==> src/rtl/adc_oif_pkg.sv <==
package adc_oif_pkg;

  // converter word width and modelled pipeline depth
  parameter int unsigned WORD_W  = 10;
  parameter int unsigned PIPE_LAT = 14;
  localparam int unsigned LANE_N = WORD_W / 2;

  typedef enum logic {
    FMT_PARALLEL = 1'b0,
    FMT_DDR      = 1'b1
  } pin_fmt_e;

  // bit carried by lane k in the given clock phase (1 = high phase)
  function automatic logic lane_bit(input logic [WORD_W-1:0] word,
                                    input int unsigned k,
                                    input logic hi_phase);
    return hi_phase ? word[2*k] : word[2*k+1];
  endfunction

  // data-valid clock derived from the sample clock for each format
  function automatic logic dv_level(input pin_fmt_e fmt, input logic clk_lvl);
    return (fmt == FMT_DDR) ? clk_lvl : ~clk_lvl;
  endfunction

endpackage

==> src/rtl/adc_oif_delay.sv <==
module adc_oif_delay #(
  parameter int unsigned WIDTH = 11,
  parameter int unsigned DEPTH = 14
) (
  input  logic             clk,
  input  logic             rst_n,
  input  logic [WIDTH-1:0] din,
  output logic [WIDTH-1:0] dout
);

  logic [WIDTH-1:0] stage_q [DEPTH];

  for (genvar s = 0; s < DEPTH; s++) begin : g_stage
    if (s == 0) begin : g_head
      always_ff @(posedge clk or negedge rst_n) begin
        if (!rst_n) stage_q[s] <= '0;
        else        stage_q[s] <= din;
      end
    end else begin : g_body
      always_ff @(posedge clk or negedge rst_n) begin
        if (!rst_n) stage_q[s] <= '0;
        else        stage_q[s] <= stage_q[s-1];
      end
    end
  end

  assign dout = stage_q[DEPTH-1];

endmodule

==> src/rtl/adc_oif_mode.sv <==
module adc_oif_mode
  import adc_oif_pkg::*;
(
  input  logic     clk,
  input  logic     rst_n,
  input  logic     ddr_mode_i,
  output pin_fmt_e fmt_o,
  output logic     blank_o
);

  pin_fmt_e fmt_q;
  logic     blank_q;
  pin_fmt_e fmt_next;

  assign fmt_next = ddr_mode_i ? FMT_DDR : FMT_PARALLEL;

  always_ff @(posedge clk or negedge rst_n) begin
    if (!rst_n) begin
      fmt_q   <= FMT_PARALLEL;
      blank_q <= 1'b0;
    end else begin
      fmt_q   <= fmt_next;
      blank_q <= (fmt_next != fmt_q);
    end
  end

  assign fmt_o   = fmt_q;
  assign blank_o = blank_q;

endmodule

==> src/rtl/adc_oif_fmt.sv <==
module adc_oif_fmt
  import adc_oif_pkg::*;
#(
  parameter int unsigned DW = 10
) (
  input  logic          clk,
  input  logic          quiet,
  input  pin_fmt_e      fmt,
  input  logic [DW-1:0] word,
  input  logic          ovr,
  output logic [DW-1:0] pins,
  output logic          ovr_pin,
  output logic          dv_pin
);

  localparam int unsigned LANES = DW / 2;

  for (genvar k = 0; k < DW; k++) begin : g_pin
    if (k < LANES) begin : g_lane
      always_comb begin
        if (quiet)                pins[k] = 1'b0;
        else if (fmt == FMT_DDR)  pins[k] = lane_bit(word, k, clk);
        else                      pins[k] = word[k];
      end
    end else begin : g_upper
      always_comb begin
        if (quiet || fmt == FMT_DDR) pins[k] = 1'b0;
        else                         pins[k] = word[k];
      end
    end
  end

  assign ovr_pin = quiet ? 1'b0 : ovr;
  assign dv_pin  = quiet ? 1'b0 : dv_level(fmt, clk);

endmodule

==> src/rtl/adc_out_if.sv <==
module adc_out_if
  import adc_oif_pkg::*;
#(
  parameter int unsigned DATA_W  = adc_oif_pkg::WORD_W,
  parameter int unsigned LATENCY = adc_oif_pkg::PIPE_LAT
) (
  input  logic              clk,
  input  logic              rst_n,
  input  logic              ddr_mode_i,
  input  logic [DATA_W-1:0] sample_i,
  input  logic              ovr_i,
  output logic [DATA_W-1:0] data_o,
  output logic              ovr_o,
  output logic              dv_clk_o
);

  localparam int unsigned PIPE_W = DATA_W + 1;

  logic [PIPE_W-1:0] pipe_in;
  logic [PIPE_W-1:0] pipe_out;
  pin_fmt_e          fmt_w;
  logic              blank_w;
  logic              quiet_w;

  assign pipe_in = {ovr_i, sample_i};

  adc_oif_delay #(.WIDTH(PIPE_W), .DEPTH(LATENCY)) u_delay (
    .clk  (clk),
    .rst_n(rst_n),
    .din  (pipe_in),
    .dout (pipe_out)
  );

  adc_oif_mode u_mode (
    .clk       (clk),
    .rst_n     (rst_n),
    .ddr_mode_i(ddr_mode_i),
    .fmt_o     (fmt_w),
    .blank_o   (blank_w)
  );

  assign quiet_w = !rst_n || blank_w;

  adc_oif_fmt #(.DW(DATA_W)) u_fmt (
    .clk    (clk),
    .quiet  (quiet_w),
    .fmt    (fmt_w),
    .word   (pipe_out[DATA_W-1:0]),
    .ovr    (pipe_out[DATA_W]),
    .pins   (data_o),
    .ovr_pin(ovr_o),
    .dv_pin (dv_clk_o)
  );

endmodule

==> config.mk <==
export PLATFORM = sky130hd
export DESIGN_NAME = adc_out_if
export DESIGN_NICKNAME = d
export VERILOG_FILES = /design/src/rtl/adc_oif_pkg.sv /design/src/rtl/adc_oif_delay.sv /design/src/rtl/adc_oif_mode.sv /design/src/rtl/adc_oif_fmt.sv /design/src/rtl/adc_out_if.sv
export SDC_FILE = /design/constraint.sdc
export NUM_CORES = 1
export LEC_CHECK = 0
export BUFFER_PORTS_ARGS = -buffer_cell sky130_fd_sc_hd__buf_2
export CORE_UTILIZATION = 52
export CTS_BUF_LIST = sky130_fd_sc_hd__clkbuf_16
export DETAILED_ROUTE_END_ITERATION = 8
export HOLD_SLACK_MARGIN = 0.1
export PLACE_DENSITY_LB_ADDON = 0.25
export REMOVE_ABC_BUFFERS = 1
export SYNTH_ARGS = -nofsm -noshare
export SYNTH_HDL_FRONTEND = slang
export SYNTH_SLANG_ARGS = --single-unit
==> constraint.sdc <==
create_clock -name clk -period 1.5 [get_ports clk]
set_input_delay 0.375 -clock clk [delete_from_list [all_inputs] [get_ports clk]]
set_output_delay 0.375 -clock clk [all_outputs]
set_load 0.1 [all_outputs]
==> run_results.csv <==
group,metric,value,unit
run_status,status,"finished with violations",
run_status,violations,"hold timing, setup timing",
logic_synthesis,synth_common_cells,"dfrtp_1 (156), nor2_1 (7), and2_1 (5), mux2i_1 (5), a211oi_2 (4)",
layout,fin_area,5470,µm²
clock_tree,cts_tree,"yes",
timing,maxSlewHeadroom,53.4,%
detailed_routing,drc,0,
clock_tree,clock_latency,0.51,ns
global_route,grt_start_max_net_pins,61,
detailed_routing,wirelength,5.24,mm
detailed_routing,routedWlPerCell,14.2,µm
layout,nets,267,
logic_synthesis,synthDistinctLibCells,11,
worst_setup_path,cp.arrival,1.71,ns
worst_setup_path,required,1.12,ns
timing,rsz0062_at_grt,"true",
clock_tree,path_clk_slew,0.06,ns
detailed_routing,drt_iter0_markers,69,
timing,skew,0.00791,ns
worst_setup_path,worst_setup_path_end_kind,"output port",
logic_synthesis,syn_area,4120,µm²
layout,diodes,0,
detailed_routing,via_count,1647,
logic_synthesis,synth_edf_count,0,
layout,final_util,71.1,%
logic_synthesis,synth-seq-cells,156,
logic_synthesis,synth.top_cell.area_share,94.7,%
timing,hold_viol,39,
logic_synthesis,avgSynthCellArea,22.2,µm²
global_route,overflow,0,
worst_setup_path,startpoint_type,"clock port",
detailed_routing,ant_nets,0,
timing,finalMaxSlewViolations,0,
pwr,power_density,1850,nW/µm²
floorplan,die_width,91.0,µm
logic_synthesis,ys_seq_area_share,94.7,%
layout,syn_to_final_growth,32.7,%
timing,postLayoutSetupSlackWorst,-0.585,ns
layout,fin_cells,368,
place,finalWeightedCongestion,0.709,
place,port_buffers,25,
timing,setup_violations,15,
timing,worst_pin_slew,0.700,ns
pwr,leakage,0.00251,µW
floorplan,ios,26,
pwr,ir_drop,0.990,mV
place,place_hpwl,2.25,mm
logic_synthesis,yosysWarningCount,0,
layout,drive_above_1_share,30.5,%
global_route,grt_pass1_wl,8.93,mm
logic_synthesis,synthTopCellsByArea,"dfrtp_1 (95%), a211oi_2 (1.2%), mux2i_1 (1.2%)",
timing,hold_ws,-0.0846,ns
place,dp_cells,315,
global_route,grtUsageTotal,16.0,%
global_route,antenna_found_initial,0,
place,place_area,4490,µm²
logic_synthesis,synth_ff_type,"dfrtp_1",
detailed_routing,drtPass1Iterations,3,
worst_hold_path,hold_class,"in -> async",
timing,final.setup.tns,-6.10,ns
floorplan,die_area,8290,µm²
logic_synthesis,async_flop_share,100,%
job,maxCapViolCount,0,
floorplan,core_region_area,7690,µm²
detailed_routing,routed_via_density,4.48,
worst_setup_path,crit_type,"clk -> out",
clock_tree,ctsHoldBuffers,12,
global_route,grt_pass1_vias,1936,
logic_synthesis,yosys.area.top_type,"dfrtp_1",
logic_synthesis,yosysMostFrequentCell,"dfrtp_1",
worst_setup_path,cp_max_fo,3,
floorplan,start_util,53.6,%
floorplan,num_rows,32,
floorplan,die_h,91.0,µm
logic_synthesis,syn_inst,186,
cell usage in the layout (no fill, tap or decap), types with 5 or more instances in the layout:
master         count
buf_12             6
buf_4              7
buf_6              8
dfrtp_1          155
buf_2             12
nor2_1             6
and2_4             5
clkbuf_16         21
dlygate4sd3_1     12
cell type report:
type | instances | area (µm²)
repair buffers | 41 | 398
clock buffers | 27 | 601
flip-flops and latches | 156 | 3910
fillers | 445 | 2220
clock inverters | 15 | 180
multi-input cells | 26 | 253
well taps | 102 | 128
inverters | 1 | 3.75
registers in the layout, indices dropped and copies added, names as in the netlist:
name             flops
u_mode.blank_o       1
u_delay.dout        11
u_delay.stage_q    143
u_mode.fmt_o         1
metrics by stage:
step | total power (µW) | hold WS [ns] | setup slack (ns)
floorplan | 4920 | 0.0794 | -1.15
global placement | 5080 | 0.332 | -0.371
detailed placement | 5100 | 0.335 | -0.373
CTS | 10200 | -0.0844 | -0.600
global route | 10500 | -0.0537 | -0.603
finish | 10100 | -0.0846 | -0.585
power by group:
| part | switching, µW | internal [µW] | total, µW |
|---|---|---|---|
| clock network | 1950 | 3400 | 5360 |
| logic | 161 | 89.8 | 251 |
| registers | 66.5 | 4420 | 4490 |
| total | 2180 | 7920 | 10100 |
worst paths after layout:
path                                      from             endpoint  slack [ns]  cells after the start
hold reg to reg            u_delay.stage_q[51]  u_delay.stage_q[40]        0.34                      0
hold / removal                           rst_n  u_delay.stage_q[35]       -0.08                      2
setup / recovery                           clk            data_o[3]       -0.58                      5
max in group asynchronous                rst_n         u_mode.fmt_o        0.49                      3
setup reg to reg                  u_mode.fmt_o       u_mode.blank_o        0.52                      3
min in group clk           u_delay.stage_q[51]  u_delay.stage_q[40]        0.34                      0
layer usage:
metal	part of all wire (%)	vias up	track usage (%)
met4	3.5	0	16.3
met1	40	861	16.7
li1	-	716	-
met2	51	51	21.8
met3	5.1	19	9.38
met5	0	-	0
cells by family after synthesis:
logic type | after synthesis | share of synthesized area [%]
compound gates | 4 | 1.21
xor+xnor | 2 | 0.425
buf+inv | 4 | 0.576
flops | 156 | 94.7
mux | 5 | 1.21
simple gates | 15 | 1.85
critical path: stages:
cell	delay, ns
clkbuf_16	0.13
clkbuf_16	0.14
mux2i_2	0.16
a211oi_2	0.26
buf_6	0.27
repair_timing:
action,4_1_cts,5_1_grt
setup buffers,4,1
resized for setup,29,5
setup endpoints to repair,15,15
hold endpoints to repair,52,39
pin swaps,11,9
Power figures use the tool's default switching activity.
